`src/rtl/flash_irq_pkg.sv`:
```
package flash_irq_pkg;

    localparam int DW = 16;

    localparam int INT_FLAG  = 15;
    localparam int INT_RST   = 4;
    localparam int INT_ERASE = 5;
    localparam int INT_PROG  = 6;
    localparam int INT_LOAD  = 7;

    localparam int ERR_CMD   = 10;
    localparam int ERR_ERASE = 11;
    localparam int ERR_PROG  = 12;
    localparam int ERR_LOAD  = 13;

    localparam logic [DW-1:0] ERR_MASK = (DW'(1) << ERR_CMD) | (DW'(1) << ERR_ERASE)
                                       | (DW'(1) << ERR_PROG) | (DW'(1) << ERR_LOAD);

    localparam logic [DW-1:0] INT_COLD = (DW'(1) << INT_FLAG) | (DW'(1) << INT_LOAD);
    localparam logic [DW-1:0] INT_WARM = (DW'(1) << INT_FLAG) | (DW'(1) << INT_RST);
    localparam logic [DW-1:0] CFG1_RST = 16'h40C0;
    localparam logic [DW-1:0] CFG2_RST = 16'h0000;

    localparam int CFG_POL_BIT = 6;
    localparam int CFG_RDY_BIT = 7;
    localparam logic [DW-1:0] CFG1_RD_MASK = 16'hFFE0;

    typedef enum logic [1:0] {
        ST_HELD = 2'd0,
        ST_IDLE = 2'd1,
        ST_BUSY = 2'd2
    } gate_state_t;

    typedef enum logic [1:0] {
        CMD_FWD = 2'd0,
        CMD_RST = 2'd1,
        CMD_BAD = 2'd2
    } cmd_class_t;

    function automatic cmd_class_t classify(logic [DW-1:0] code);
        cmd_class_t r;
        case (code)
            16'h0000, 16'h0013, 16'h0080, 16'h001A, 16'h001B,
            16'h0023, 16'h0027, 16'h002A, 16'h002C, 16'h0071,
            16'h0094, 16'h0095, 16'h00B0, 16'h0030, 16'h0065: r = CMD_FWD;
            16'h00F0, 16'h00F3:                               r = CMD_RST;
            default:                                          r = CMD_BAD;
        endcase
        return r;
    endfunction

    function automatic logic [DW-1:0] done_int_bits(logic [1:0] kind);
        logic [DW-1:0] r;
        r = DW'(1) << INT_FLAG;
        case (kind)
            2'd1:    r[INT_ERASE] = 1'b1;
            2'd2:    r[INT_PROG]  = 1'b1;
            2'd3:    r[INT_LOAD]  = 1'b1;
            default: r = r;
        endcase
        return r;
    endfunction

    function automatic logic [DW-1:0] done_err_bits(logic [1:0] kind);
        logic [DW-1:0] r;
        r = DW'(1) << ERR_CMD;
        case (kind)
            2'd1:    r[ERR_ERASE] = 1'b1;
            2'd2:    r[ERR_PROG]  = 1'b1;
            2'd3:    r[ERR_LOAD]  = 1'b1;
            default: r = r;
        endcase
        return r;
    endfunction

endpackage

```
`src/rtl/flash_cmd_gate.sv`:
```
module flash_cmd_gate
    import flash_irq_pkg::*;
(
    input  logic          clk,
    input  logic          rst_n,
    input  logic          warm_rst,
    input  logic          cmd_wr,
    input  logic [DW-1:0] wdata,
    input  logic          flag_next,
    output logic          accept_fwd,
    output logic          accept_bad,
    output logic          warm_any,
    output gate_state_t   state,
    output logic          cmd_valid,
    output logic [DW-1:0] cmd_code,
    output logic [DW-1:0] cmd_reg
);

    gate_state_t state_n;
    cmd_class_t  cls;
    logic        can_take;
    logic        accept_rst;

    always_comb begin
        cls        = classify(wdata);
        can_take   = cmd_wr && (state == ST_IDLE) && !warm_rst;
        accept_fwd = can_take && (cls == CMD_FWD);
        accept_bad = can_take && (cls == CMD_BAD);
        accept_rst = can_take && (cls == CMD_RST);
        warm_any   = warm_rst || accept_rst;
    end

    always_comb begin
        state_n = state;
        if (flag_next) begin
            state_n = ST_HELD;
        end else begin
            unique case (state)
                ST_HELD: state_n = ST_IDLE;
                ST_IDLE: state_n = accept_fwd ? ST_BUSY : ST_IDLE;
                ST_BUSY: state_n = ST_BUSY;
                default: state_n = ST_HELD;
            endcase
        end
    end

    always_ff @(posedge clk or negedge rst_n) begin
        if (!rst_n) state <= ST_HELD;
        else        state <= state_n;
    end

    always_ff @(posedge clk or negedge rst_n) begin
        if (!rst_n) begin
            cmd_valid <= 1'b0;
            cmd_code  <= '0;
            cmd_reg   <= '0;
        end else begin
            cmd_valid <= accept_fwd;
            if (accept_fwd) cmd_code <= wdata;
            if (warm_any)                      cmd_reg <= '0;
            else if (accept_fwd || accept_bad) cmd_reg <= wdata;
        end
    end

endmodule

```
`src/rtl/flash_irq_bank.sv`:
```
module flash_irq_bank
    import flash_irq_pkg::*;
(
    input  logic          clk,
    input  logic          rst_n,
    input  logic          warm_any,
    input  logic          int_wr,
    input  logic [DW-1:0] wdata,
    input  logic          bad_cmd,
    input  logic          done,
    input  logic [1:0]    kind,
    input  logic          err,
    output logic [DW-1:0] int_q,
    output logic [DW-1:0] stat_q,
    output logic          flag_next
);

    logic [DW-1:0] int_n;
    logic [DW-1:0] stat_n;

    always_comb begin
        int_n  = int_q;
        stat_n = stat_q;
        if (warm_any) begin
            int_n  = INT_WARM;
            stat_n = '0;
        end else begin
            if (int_wr) begin
                int_n = int_q & wdata;
                if (!int_n[INT_FLAG]) stat_n = stat_q & ~ERR_MASK;
            end
            if (bad_cmd) begin
                int_n[INT_FLAG] = 1'b1;
                stat_n[ERR_CMD] = 1'b1;
            end
            if (done) begin
                int_n = int_n | done_int_bits(kind);
                if (err) stat_n = stat_n | done_err_bits(kind);
            end
        end
        flag_next = int_n[INT_FLAG];
    end

    always_ff @(posedge clk or negedge rst_n) begin
        if (!rst_n) begin
            int_q  <= INT_COLD;
            stat_q <= '0;
        end else begin
            int_q  <= int_n;
            stat_q <= stat_n;
        end
    end

endmodule

```
`src/rtl/flash_cfg_bank.sv`:
```
module flash_cfg_bank
    import flash_irq_pkg::*;
(
    input  logic          clk,
    input  logic          rst_n,
    input  logic          warm_any,
    input  logic          cfg1_wr,
    input  logic          cfg2_wr,
    input  logic [DW-1:0] wdata,
    input  logic          int_flag,
    output logic [DW-1:0] cfg1_q,
    output logic [DW-1:0] cfg2_q,
    output logic          irq_pin,
    output logic          rdy_pin
);

    always_ff @(posedge clk or negedge rst_n) begin
        if (!rst_n) begin
            cfg1_q  <= CFG1_RST;
            cfg2_q  <= CFG2_RST;
            rdy_pin <= 1'b1;
        end else if (warm_any) begin
            cfg1_q  <= CFG1_RST;
            cfg2_q  <= CFG2_RST;
            rdy_pin <= 1'b1;
        end else begin
            if (cfg1_wr) begin
                cfg1_q  <= wdata;
                rdy_pin <= wdata[CFG_RDY_BIT];
            end
            if (cfg2_wr) cfg2_q <= wdata;
        end
    end

    always_comb irq_pin = int_flag ^ ~cfg1_q[CFG_POL_BIT];

endmodule

```
`src/rtl/flash_irq_regs.sv`:
```
module flash_irq_regs
    import flash_irq_pkg::*;
#(
    parameter int AW     = 4,
    parameter int A_CMD  = 0,
    parameter int A_CFG1 = 1,
    parameter int A_CFG2 = 2,
    parameter int A_STAT = 3,
    parameter int A_INT  = 4
) (
    input  logic          clk,
    input  logic          rst_n,
    input  logic          warm_rst,
    input  logic          req_valid,
    input  logic          req_write,
    input  logic [AW-1:0] req_addr,
    input  logic [15:0]   req_wdata,
    output logic [15:0]   rsp_rdata,
    output logic          cmd_valid,
    output logic [15:0]   cmd_code,
    input  logic          exe_done,
    input  logic [1:0]    exe_kind,
    input  logic          exe_err,
    output logic          irq_pin,
    output logic          rdy_pin
);

    logic          wr;
    logic          cmd_wr, cfg1_wr, cfg2_wr, int_wr;
    logic          accept_fwd, accept_bad, warm_any, flag_next;
    gate_state_t   gate_state;
    logic [DW-1:0] cmd_reg, int_q, stat_q, cfg1_q, cfg2_q;

    always_comb begin
        wr      = req_valid && req_write;
        cmd_wr  = wr && (req_addr == AW'(A_CMD));
        cfg1_wr = wr && (req_addr == AW'(A_CFG1));
        cfg2_wr = wr && (req_addr == AW'(A_CFG2));
        int_wr  = wr && (req_addr == AW'(A_INT));
    end

    flash_cmd_gate u_gate (
        .clk        (clk),
        .rst_n      (rst_n),
        .warm_rst   (warm_rst),
        .cmd_wr     (cmd_wr),
        .wdata      (req_wdata),
        .flag_next  (flag_next),
        .accept_fwd (accept_fwd),
        .accept_bad (accept_bad),
        .warm_any   (warm_any),
        .state      (gate_state),
        .cmd_valid  (cmd_valid),
        .cmd_code   (cmd_code),
        .cmd_reg    (cmd_reg)
    );

    flash_irq_bank u_irq (
        .clk       (clk),
        .rst_n     (rst_n),
        .warm_any  (warm_any),
        .int_wr    (int_wr),
        .wdata     (req_wdata),
        .bad_cmd   (accept_bad),
        .done      (exe_done),
        .kind      (exe_kind),
        .err       (exe_err),
        .int_q     (int_q),
        .stat_q    (stat_q),
        .flag_next (flag_next)
    );

    flash_cfg_bank u_cfg (
        .clk      (clk),
        .rst_n    (rst_n),
        .warm_any (warm_any),
        .cfg1_wr  (cfg1_wr),
        .cfg2_wr  (cfg2_wr),
        .wdata    (req_wdata),
        .int_flag (int_q[INT_FLAG]),
        .cfg1_q   (cfg1_q),
        .cfg2_q   (cfg2_q),
        .irq_pin  (irq_pin),
        .rdy_pin  (rdy_pin)
    );

    always_comb begin
        if      (req_addr == AW'(A_CMD))  rsp_rdata = cmd_reg;
        else if (req_addr == AW'(A_CFG1)) rsp_rdata = cfg1_q & CFG1_RD_MASK;
        else if (req_addr == AW'(A_CFG2)) rsp_rdata = cfg2_q;
        else if (req_addr == AW'(A_STAT)) rsp_rdata = stat_q;
        else if (req_addr == AW'(A_INT))  rsp_rdata = int_q;
        else                              rsp_rdata = '0;
    end

endmodule

```
`config.mk`:
```
export PLATFORM = sky130hd
export DESIGN_NAME = flash_irq_regs
export DESIGN_NICKNAME = d
export VERILOG_FILES = /design/src/rtl/flash_irq_pkg.sv /design/src/rtl/flash_cmd_gate.sv /design/src/rtl/flash_irq_bank.sv /design/src/rtl/flash_cfg_bank.sv /design/src/rtl/flash_irq_regs.sv
export SDC_FILE = /design/constraint.sdc
export NUM_CORES = 1
export LEC_CHECK = 0
export ABC_CLOCK_PERIOD_IN_PS = 4500
export BUFFER_PORTS_ARGS = -buffer_cell sky130_fd_sc_hd__buf_2
export CORE_MARGIN = 2
export CORE_UTILIZATION = 40
export CTS_CLUSTER_DIAMETER = 40
export CTS_CLUSTER_SIZE = 8
export DETAILED_ROUTE_END_ITERATION = 6
export SYNTH_ARGS = -nofsm -noshare
export SYNTH_HDL_FRONTEND = slang
export SYNTH_SLANG_ARGS = --single-unit
```
`constraint.sdc`:
```
create_clock -name clk -period 4.5 [get_ports clk]
set_input_delay 0.225 -clock clk [delete_from_list [all_inputs] [get_ports clk]]
set_output_delay 0.225 -clock clk [all_outputs]
set_load 0.01 [all_outputs]
```
* After elaboration in Yosys (flattened, before gate mapping)
Index checks and enable logic that the tools add are counted.
** Storage, ports and cells
- Register bits :: 100
- Bits of input ports :: 29
- Output and inout port bits :: 35
- Word-level logic and storage cells :: 122
** Cells by class
- Equality and inequality tests :: 27
- Mux-type cells :: 59
- Bitwise logic cells :: 5
- Reduce and logical (&&, ||, !) cells :: 22
** Operators by type and width (number)
- $mux W16 :: 19
- $eq A16 B8 Y1 const B :: 6
- $eq A16 B6 Y1 const B :: 5
- $eq A16 B5 Y1 const B :: 3
- $mux W11 :: 3
- $eq A16 B7 Y1 const B :: 2
- $or A16 B16 Y16 :: 2
- $mux W14 :: 2
- $mux W1 :: 24
- $and A16 B16 Y16 :: 1
- $logic_not A16 Y1 :: 1
- $mux W8 :: 2
- $reduce_or A15 Y1 :: 1
- $logic_and A1 B1 Y1 :: 10
- $mux W2 :: 5
- $mux W5 :: 2
- $eq A2 B2 Y1 const B :: 4
- $eq A4 B2 Y1 const B :: 2
- $eq A2 B1 Y1 const B :: 3
- $pmux W2 S3 :: 1
- $reduce_bool A2 Y1 :: 3
- $eq A4 B1 Y1 const B :: 1
- $eq A4 B3 Y1 const B :: 1
- $logic_not A2 Y1 :: 2
- other kinds (7) :: 8

* Longest topological paths before layout
Gate-level depths: netlist of the first run.
- Depth in word-level cells :: 13
- Mapped depth :: 9
- Gate-level depth less buffers :: 5

* By module
A second synthesis of the first run with hierarchy kept.
** Unflattened totals
- Cells, all modules :: 409
- Area total of the unflattened synthesis :: 4530.6 um2
** By module, submodules not included
- flash_cmd_gate :: instances 1, cells each 118, area each 1483.9 um2
- flash_cfg_bank :: instances 1, cells each 105, area each 1341.3 um2
- flash_irq_bank :: instances 1, cells each 70, area each 862.1 um2
- flash_irq_regs :: instances 1, cells each 116, area each 843.3 um2

* Least setup slack after synthesis of the first run
No wires, ideal clock.
- Path type :: in2reg
- From :: in req_wdata[1]
- To :: reg u_gate.cmd_code[6]
- Library setup time :: 0.122 ns
- Arrival :: 2.115 ns
- Path slack :: 2.263 ns
- Stages :: 7
- Cells stage by stage :: clkbuf_1 -> or4b_1 -> o32a_1 -> o32ai_1 -> o21bai_1 -> clkbuf_1 -> a32o_1
** On the way
- Word-level cells in the longest chain between the ends :: 5
** RTL lines
- start: declaration :: RTL line flash_irq_regs.sv:17 : input logic [15:0] req_wdata,
- $eq A16 B5 Y1 (tied with other cells) :: RTL line flash_irq_pkg.sv:42 : case (code)
- $reduce_or A15 Y1 or $reduce_or A2 Y1 (tied branches) :: RTL line flash_irq_pkg.sv:42
- $pmux W2 S2 * :: RTL line flash_irq_pkg.sv:42
- $logic_not A2 Y1 * :: RTL line flash_cmd_gate.sv:27 : accept_fwd = can_take && (cls == CMD_FWD);
- $logic_and A1 B1 Y1 * :: RTL line flash_cmd_gate.sv:27
- end signal: assignment :: RTL line flash_cmd_gate.sv:59 : if (accept_fwd) cmd_code <= wdata;
- end: declaration :: RTL line flash_cmd_gate.sv:15 : output logic [DW-1:0] cmd_code,
Mark *: on every way between the ends. The rest lies on a longest branch, timed or not.
A chain may end at the register's enable or synchronous reset.

* Worst setup path in the final report of the first run
- From :: in req_addr[2]
- To :: reg u_cfg.cfg2_q[6]
** On the way
- Word-level cells in the longest chain between the ends :: 7
** RTL lines
- start: declaration :: RTL line flash_irq_regs.sv:16 : input logic [AW-1:0] req_addr,
- $logic_not A4 Y1 :: RTL line flash_irq_regs.sv:36 : cmd_wr = wr && (req_addr == AW'(A_CMD));
- $logic_and A1 B1 Y1 :: RTL line flash_irq_regs.sv:36
- $logic_and A1 B1 Y1 (2 in series) :: RTL line flash_cmd_gate.sv:26 : can_take = cmd_wr && (state == ST_IDLE) && !warm_rst;
- $logic_and A1 B1 Y1 :: RTL line flash_cmd_gate.sv:29 : accept_rst = can_take && (cls == CMD_RST);
- $logic_or A1 B1 Y1 :: RTL line flash_cmd_gate.sv:30 : warm_any = warm_rst || accept_rst;
- $mux W16 or $reduce_bool A2 Y1 (tied branches)
- end signal: assignment :: RTL line flash_cfg_bank.sv:31 : if (cfg2_wr) cfg2_q <= wdata;
- end: declaration :: RTL line flash_cfg_bank.sv:12 : output logic [DW-1:0] cfg2_q,
Several ways; a longest one is shown, not always the timed one.

==> results of run 1 <==
[critical path, stage by stage]
cell	delay, ns
buf_2	0.19
nor4b_4	0.97
nand3_1	0.88
nand2_1	0.28
a21oi_1	0.09
[layer usage]
layer,track usage,up-vias
met3,0.05814,12
met2,0.3381,132
met5,0,-
li1,-,1519
met1,0.2956,1601
met4,0.05026,0
[worst min-delay path by stage]
stage,from,depth (start not counted),end
floorplan,rst_n,0,u_cfg.cfg1_q[10]$_DFFE_PN0P_
global placement,rst_n,1,u_gate.cmd_reg[12]$_DFFE_PN0P_
detailed placement,rst_n,1,u_gate.cmd_reg[12]$_DFFE_PN0P_
CTS,req_wdata[9],3,u_cfg.cfg1_q[9]$_DFFE_PN0P_
global route,req_wdata[9],3,u_cfg.cfg1_q[9]$_DFFE_PN0P_
finish,req_wdata[9],3,u_cfg.cfg1_q[9]$_DFFE_PN0P_
[area by class of cell]
cell class | instances | area, um^2 | area share
inverters | 5 | 18.77 | 0.004198
repair buffers | 71 | 380.4 | 0.08508
multi-input cells | 275 | 1670 | 0.3736
flip-flops and latches | 82 | 2058 | 0.4604
clock buffers | 9 | 123.9 | 0.02771
clock inverters | 7 | 57.56 | 0.01287
well taps | 129 | 161.4 | 0.03610
[cell families after synthesis]
| group | count (synthesis) | synth area share |
|---|---|---|
| compound gates | 107 | 0.1911 |
| mux | 9 | 0.02540 |
| simple gates | 156 | 0.2009 |
| buf+inv | 38 | 0.04005 |
| flops | 82 | 0.5357 |
| xor+xnor | 3 | 0.006839 |
[synth_stat cells (3+ instances only)]
cell type   n  area share
a222oi_1    5       0.013
nor4b_1     5       0.011
nor2b_1     6      0.0098
nand2_1    70       0.068
o211a_1     3      0.0078
dfstp_2     5       0.034
nor2_1     23       0.022
nand4_1     3      0.0049
a21oi_1    34       0.044
nand2b_1    8       0.013
inv_1       5      0.0049
a22oi_1    15       0.029
buf_1       3      0.0029
a22o_1     16       0.036
o21ai_0    15       0.020
mux2_2      6       0.018
nor3_1      6      0.0078
nor4_1      5      0.0081
clkbuf_1   26       0.025
nand3_1     9       0.012
and2_1      9       0.015
dfrtp_1    77        0.50
mux2i_1     3      0.0078
o22ai_1     3      0.0049
[power by group through the flow]
stage	Combinational, mW	Clock (mW)	Sequential, mW
6_report	0.111	0.506	0.745
5_1_grt	0.122	0.561	0.746
4_1_cts	0.111	0.524	0.745
3_5_place_dp	0.110	0	0.759
3_3_place_gp	0.109	0	0.759
2_1_floorplan	0.0531	0	0.758
[what timing repair did]
action	in CTS	in global routing
hold buffers	1	0
hold endpoints to repair	22	0
setup endpoints to repair	0	0
==> flow_summary_export.csv, run 1 <==
group,metric,value,unit
outcome,outcome,"complete, no violations",
routing,drcViolationCount,0,
placement,hpwl,6990,um
yosys,synth_enable_flop_cells,0,
yosys,yosys_warnings,0,
power,power_frac_seq,0.547,
placement,placed_area,4279,um^2
placement,numPortBuffers,63,
finish,final_cells,578,
sta,setup_ws,2.081,ns
critical_path,timing.rr.end,"u_gate.cmd_code[3]$_DFFE_PN0P_",
yosys,syn_nets,424,
cts,clkSinkCount,82,
placement,pre_cts_slack,1.763,ns
critical_path,worstPathMaxFanout,16,
cts,cts_buffers,9,
floorplanning,die_area,10410,um^2
power,p_sw,376.7,uW
power,ir_worst_vdd,0.2050,mV
critical_path,reg2reg_from,"u_gate.state[1]$_DFF_PN0_",
floorplanning,io_pins,64,
finish,layout-drive-gt1-share,0.2339,
sta,setup_tns,0,ns
routing,drt_wl_total,10520,um
power,p_sw_frac,0.2766,
finish,stdcell_area,4471,um^2
yosys,ys_types,52,
cts,root_buffer,"clkbuf_8",
global_route,antenna_found_initial,0,
routing,vias,3264,
routing,wl_met3,791,um
routing,wl_met2,4853,um
yosys,synth-seq-area-share,0.5357,
placement,placed_cells,561,
yosys,syn-cell-area,3842,um^2
critical_path,setup.worst_path.end,"u_cfg.cfg2_q[6]$_DFFE_PN0P_",
sta,finClkSkew,0.008490,ns
global_route,grt_max_degree,59,
finish,layout_common_cells,"77 x dfrtp_1, 70 x nand2_1, 62 x buf_2",
power,power.share.clock,0.372,
power,power_density,304.7,nW/um^2
finish,area_growth,16.35,%
cts,cts_setup_buffers,0,
routing,wl_per_cell,18.20,um
cts,cts_tree,"built",
critical_path,worstSetupPathType,"in2reg",
sta,final_hold_viol_count,0,
yosys,synth_ff_type,"dfrtp_1",
global_route,grt_pass1_vias,3109,
floorplanning,initial_utilization,0.4139,
yosys,synth.avg_cell_area,9.728,um^2
critical_path,worst-r2r-cell-count,5,
placement,place_congestion,0.8511,
routing,ant_nets,0,
sta,fmax,413.3,MHz
cts,clk_path_buf_depth,2,
finish,n_fill_cell,920,
sta,fin_crit_sh,0.5376,
sta,finalSetupViolations,0,
power,power.internal,985.3,uW
critical_path,cp.arrival,2.65,ns
global_route,grt_first_pass_wirelength,16750,um
critical_path,rrSetupSlack,2.41,ns
critical_path,worstSetupEndpointType,"register",
routing,met1_length,4749,um
cts,clk_pin_slew_worst_paths,0.09,ns
sta,worst_hold_slack,0.1371,ns
global_route,grt.total_usage,0.2138,
finish,final_common_cell,"dfrtp_1",
yosys,yosys_register_bits,82,
sta,period_needed,2.419,ns
routing,vias_per_cell,5.647,
finish,utilization,0.4815,
power,p_comb_frac,0.081,
critical_path,cp.required,4.73,ns
floorplanning,dieWidth,102.0,um
critical_path,critPathLaunchType,"primary input",
power,p_leak,2.111,nW
sta,slew_headroom,0.2389,
yosys,netlist_instances,395,
sta,worstMarginPinSlew,1.139,ns
hold_path,min_path_type,"in2reg",
floorplanning,core_area,9284,um^2
yosys,async_flop_share,1.000,
global_route,overflow,0,
power,fin_total_pwr,1.362,mW
flow_run,maxCapViolations,0,
routing,first_pass_iters,6,
routing,dr.max_layer_used,"met4",
finish,n_antenna_cell,0,
cts,clk_latency,0.36,ns
sta,final_max_slew_viol_count,0,
routing,first_iter_violations,242,
finish,fin_nets,473,
floorplanning,rows,35,
cts,cts_resized,0,
cts,ctsHtreeMaxLevel,3,
floorplanning,die_y,102.0,um
sta,rsz0062_at_grt,"no",
critical_path,startpoint,"req_addr[2]",
No activity file was read; power rests on OpenSTA's default activity.
==> inputs of run 2 (changes only) <==
--- a/config.mk
+++ b/config.mk
@@ -5,7 +5,7 @@
 export SDC_FILE = /design/constraint.sdc
 export NUM_CORES = 1
 export LEC_CHECK = 0
-export ABC_CLOCK_PERIOD_IN_PS = 4500
+export ABC_CLOCK_PERIOD_IN_PS = 2200
 export BUFFER_PORTS_ARGS = -buffer_cell sky130_fd_sc_hd__buf_2
 export CORE_MARGIN = 2
 export CORE_UTILIZATION = 40
==> constraint.sdc (replaced) <==
create_clock -name clk -period 2.2 [get_ports clk]
set_input_delay 0.11 -clock clk [delete_from_list [all_inputs] [get_ports clk]]
set_output_delay 0.11 -clock clk [all_outputs]
set_load 0.01 [all_outputs]
==> flow_summary_export.csv, run 2 (synthesis gave the netlist of run 1 again) <==
group,metric,value,unit
finish,multi_input_area,1655,um^2
critical_path,timing.rr.end,"u_irq.stat_q[10]$_DFF_PN0_",
critical_path,cp.required,2.48,ns
routing,vias,3370,
routing,first_pass_iters,5,
finish,area_growth,22.83,%
routing,vias_per_cell,5.552,
power,p_sw,749.2,uW
hold_path,hold_path_end,"u_cfg.cfg1_q[14]$_DFFE_PN1P_",
critical_path,reg2reg_from,"u_gate.state[1]$_DFF_PN0_",
power,p_sw_frac,0.2498,
global_route,grt.total_usage,0.2193,
cts,cts_setup_buffers,0,
routing,first_iter_violations,166,
global_route,overflow,0,
placement,place_congestion,0.8153,
routing,drt_wl_total,10800,um
global_route,grt_first_pass_wirelength,17370,um
sta,fmax,545.3,MHz
cts,clk_pin_slew_worst_paths,0.09,ns
global_route,grt_max_degree,45,
critical_path,cp_slowest_cell,"or4_1",
finish,layout_common_cells,"77 x dfrtp_1, 70 x nand2_1, 62 x buf_2",
global_route,grt_pass1_vias,3321,
critical_path,cp_cell_sequence,"nand2b_1 > or4_1 > a31oi_2 > or3b_1 > a21oi_1",
critical_path,worst-r2r-cell-count,5,
power,p_leak,2.252,nW
finish,fin_nets,501,
cts,clkSinkCount,82,
outcome,outcome,"complete, no violations",
sta,final_max_slew_viol_count,0,
critical_path,critPathLaunchType,"register",
routing,ant_nets,0,
cts,cts_buffers,9,
sta,finalSetupViolations,0,
finish,register_area,2058,um^2
critical_path,rrSetupSlack,0.37,ns
critical_path,worstSetupPathType,"reg2reg",
power,ir_worst_vdd,0.3543,mV
floorplanning,core_area,9284,um^2
critical_path,cp_top_family,"simple AND/OR/NAND/NOR gates",
power,power.share.clock,0.406,
routing,drcViolationCount,0,
hold_path,min_path_type,"in2reg",
flow_run,maxCapViolations,0,
finish,final_common_cell,"dfrtp_1",
placement,hpwl,7325,um
critical_path,worstPathMaxFanout,3,
cts,clk_path_buf_depth,2,
hold_path,worstHoldStart,"req_wdata[14]",
floorplanning,die_area,10410,um^2
power,power.internal,2.249,mW
floorplanning,io_pins,64,
critical_path,crit_buf_inv,0,
finish,layout-drive-gt1-share,0.2746,
sta,period_needed,1.834,ns
floorplanning,dieWidth,102.0,um
routing,met1_length,4722,um
sta,setup_tns,0,ns
sta,rsz0062_at_grt,"no",
sta,finClkSkew,0.007153,ns
floorplanning,die_y,102.0,um
global_route,antenna_found_initial,0,
critical_path,cp.arrival,2.12,ns
power,p_comb_frac,0.085,
sta,fin_crit_sh,0.8336,
critical_path,worstSetupEndpointType,"register",
power,power_density,635.4,nW/um^2
routing,wl_met3,725,um
floorplanning,initial_utilization,0.4139,
cts,cts_tree,"built",
hold_path,holdPathStages,3,
finish,n_fill_cell,890,
routing,wl_per_cell,17.79,um
placement,numPortBuffers,63,
cts,clk_latency,0.35,ns
floorplanning,rows,35,
cts,ctsHtreeMaxLevel,3,
critical_path,max_stage_delay,0.50,ns
sta,worstMarginPinSlew,0.8657,ns
power,fin_total_pwr,2.999,mW
routing,wl_met2,5261,um
sta,final_hold_viol_count,0,
sta,slew_headroom,0.4217,
power,power_frac_seq,0.508,
routing,dr.max_layer_used,"met4",
cts,root_buffer,"clkbuf_8",
run 2: routing by layer:
layer | vias to the layer above | GRT usage
li1 | 1572 | -
met1 | 1679 | 0.2981
met2 | 109 | 0.3618
met3 | 10 | 0.04788
met4 | 0 | 0.05128
met5 | - | 0
run 2: worst max path at each step:
stage / start / endpoint / slack [ns] / cells after the start
after CTS: u_gate.state[1]$_DFF_PN0_ / u_irq.stat_q[10]$_DFF_PN0_ / 0.36 / 5
after detailed placement: req_addr[3] / u_irq.stat_q[10]$_DFF_PN0_ / 0.05 / 6
after global routing: u_gate.state[1]$_DFF_PN0_ / u_irq.stat_q[10]$_DFF_PN0_ / 0.21 / 5
final: u_gate.state[1]$_DFF_PN0_ / u_irq.stat_q[10]$_DFF_PN0_ / 0.37 / 5
after global placement: req_addr[3] / u_gate.cmd_code[15]$_DFFE_PN0P_ / 0.06 / 8
after floorplan: req_wdata[1] / u_gate.cmd_code[6]$_DFFE_PN0P_ / 0.08 / 7
run 2: metrics by stage:
stage                     utilization  std cells  setup WS (ns)  hold WS, ns  cell area [um^2]
after floorplan                     -        395        0.07845      -0.1856              3842
after global placement         0.4833        589        0.06496       0.1482              4487
after detailed placement       0.4833        589        0.05206       0.1555              4487
after CTS                      0.5081        606         0.3562      0.01564              4717
after global routing           0.5081        606         0.2112      0.02448              4717
final                          0.5084        607         0.3662      0.02739              4720
run 2: repair_timing:
| item | 4_1_cts | 5_1_grt |
|---|---|---|
| hold buffers | 1 | 0 |
| endpoints found under the hold margin | 41 | 0 |
| resized for setup | 0 | 0 |
run 2: area by class of cell:
type / instances / area share
flip-flops and latches: 82 / 0.4361
multi-input cells: 275 / 0.3507
repair buffers: 99 / 0.1278
well taps: 129 / 0.03420
clock buffers: 10 / 0.02704
clock inverters: 6 / 0.01962
inverters: 5 / 0.003977
diodes: 1 / 0.0005302
run 2: power by group through the flow:
stage	clock network [mW]	registers [mW]	logic (mW)
2_1_floorplan	0	1.55	0.109
3_3_place_gp	0	1.55	0.251
3_5_place_dp	0	1.55	0.254
4_1_cts	1.25	1.52	0.256
5_1_grt	1.31	1.53	0.283
6_report	1.22	1.52	0.256
run 2: tightest hold or removal path, delay by kind of cell:
kind,cells,cell delay [ns]
simple gates,2,0.12
buf+inv,1,0.14
==> inputs of run 3 (changes only) <==
--- a/config.mk
+++ b/config.mk
@@ -5,7 +5,7 @@
 export SDC_FILE = /design/constraint.sdc
 export NUM_CORES = 1
 export LEC_CHECK = 0
-export ABC_CLOCK_PERIOD_IN_PS = 2200
+export ABC_CLOCK_PERIOD_IN_PS = 1800
 export BUFFER_PORTS_ARGS = -buffer_cell sky130_fd_sc_hd__buf_2
 export CORE_MARGIN = 2
 export CORE_UTILIZATION = 40
==> constraint.sdc (replaced) <==
create_clock -name clk -period 1.8 [get_ports clk]
set_input_delay 0.09 -clock clk [delete_from_list [all_inputs] [get_ports clk]]
set_output_delay 0.09 -clock clk [all_outputs]
set_load 0.01 [all_outputs]
==> flow_summary_export.csv, run 3 (synthesis gave the netlist of run 1 again) <==
group,metric,value,unit
critical_path,timing.rr.end,"u_irq.stat_q[10]$_DFF_PN0_",
power,fin_total_pwr,3.451,mW
placement,pre_cts_slack,-0.3924,ns
critical_path,worstSetupPathType,"reg2reg",
routing,drt_wl_total,10990,um
cts,clkSinkCount,82,
floorplanning,initial_utilization,0.4139,
placement,numPortBuffers,63,
power,p_leak,2.374,nW
sta,worstMarginPinSlew,0.5187,ns
floorplanning,io_pins,64,
routing,first_iter_violations,212,
cts,root_buffer,"clkbuf_8",
critical_path,rrSetupSlack,0.008,ns
cts,clk_pin_slew_worst_paths,0.09,ns
sta,fin_crit_sh,0.9953,
flow_run,maxCapViolations,0,
sta,finClkSkew,0.005440,ns
finish,layout_common_cells,"77 x dfrtp_1, 70 x nand2_1, 62 x buf_2",
sta,final_max_slew_viol_count,0,
routing,vias,3442,
floorplanning,die_area,10410,um^2
critical_path,reg2reg_from,"u_gate.state[1]$_DFF_PN0_",
routing,wl_per_cell,17.47,um
sta,rsz0062_at_grt,"yes",
routing,vias_per_cell,5.472,
finish,stdcell_area,4984,um^2
critical_path,startpoint,"u_gate.state[1]$_DFF_PN0_",
finish,area_growth,29.70,%
global_route,grt_first_pass_wirelength,17950,um
global_route,grt_max_degree,39,
finish,fin_nets,524,
placement,placed_area,4700,um^2
hold_path,holdPathStages,3,
global_route,grt_pass1_vias,3489,
hold_path,worstHoldStart,"exe_kind[1]",
critical_path,critPathLaunchType,"register",
placement,hpwl,7757,um
finish,layout-drive-gt1-share,0.3340,
finish,final_common_cell,"dfrtp_1",
hold_path,hold_path_end,"u_irq.stat_q[13]$_DFF_PN0_",
sta,period_needed,1.792,ns
critical_path,worstPathMaxFanout,3,
power,ir_worst_vdd,0.3041,mV
placement,place_congestion,0.8437,
cts,clk_path_buf_depth,2,
cts,cts_tree,"built",
floorplanning,rows,35,
routing,drcViolationCount,0,
floorplanning,die_y,102.0,um
sta,slew_headroom,0.6533,
global_route,overflow,0,
sta,final_hold_viol_count,0,
cts,cts_buffers,9,
routing,ant_nets,0,
critical_path,cp.required,2.09,ns
floorplanning,dieWidth,102.0,um
sta,finalSetupViolations,0,
sta,fmax,558.2,MHz
global_route,antenna_found_initial,0,
power,power_density,692.6,nW/um^2
hold_path,min_path_type,"in2reg",
finish,utilization,0.5368,
cts,clk_latency,0.35,ns
routing,first_pass_iters,5,
critical_path,cp.arrival,2.08,ns
outcome,outcome,"complete, no violations",
critical_path,worst-r2r-cell-count,5,
cts,ctsHtreeMaxLevel,3,
sta,setup_ws,0.008436,ns
critical_path,worstSetupEndpointType,"register",
floorplanning,core_area,9284,um^2
finish,n_antenna_cell,0,
global_route,grt.total_usage,0.2272,
## run 3: timing repair
item,4_1_cts,5_1_grt
pin swaps,0,2
gates resized for setup,8,6
hold endpoints to repair,56,0
setup endpoints to repair,20,59
hold buffers,2,0
buffers inserted,1,0
## run 3: layout make-up
class,count,area (um^2)
fillers,901,4300
flip-flops and latches,82,2058
multi-input cells,275,1753
repair buffers,122,815.8
well taps,129,161.4
clock buffers,9,123.9
clock inverters,7,52.55
inverters,5,18.77
## run 3: routing by layer
metal,share of wire,vias to the layer above,GRT usage
met4,0.014,0,0.04615
met1,0.44,1694,0.3038
met2,0.48,126,0.3816
met3,0.069,14,0.05267
met5,0,-,0
li1,-,1608,-
## run 3: stage by stage
| step | hold slack, ns | instances | TNS, ns |
|---|---|---|---|
| 2_1_floorplan | -0.2056 | 395 | -1.564 |
| 3_3_place_gp | 0.007313 | 610 | -19.18 |
| 3_5_place_dp | 0.009340 | 610 | -21.95 |
| 4_1_cts | 0.007149 | 629 | -0.01248 |
| 5_1_grt | 0.01253 | 629 | -0.2114 |
| 6_report | 0.02037 | 629 | 0 |
## run 3: where the power goes
part	internal, mW	switching [mW]
Sequential	1.85	0.00770
Clock	0.513	0.724
Combinational	0.138	0.214
Total	2.51	0.946
## run 3: worst max-delay path by stage
stage | to | slack (ns) | cells after the start
6_report | u_irq.stat_q[10]$_DFF_PN0_ | 0.008 | 5
5_1_grt | u_irq.stat_q[10]$_DFF_PN0_ | -0.04 | 5
3_5_place_dp | u_gate.cmd_code[12]$_DFFE_PN0P_ | -0.39 | 7
4_1_cts | u_irq.stat_q[10]$_DFF_PN0_ | -0.01 | 5
2_1_floorplan | u_irq.stat_q[10]$_DFF_PN0_ | -0.21 | 6
3_3_place_gp | u_gate.cmd_code[12]$_DFFE_PN0P_ | -0.32 | 7
## run 3: worst max-delay path: stages (launching register included)
cell	delay (ns)
dfrtp_1	0.39
nand2b_4	0.16
or4_4	0.49
a31oi_4	0.16
or3b_4	0.41
a21oi_2	0.12
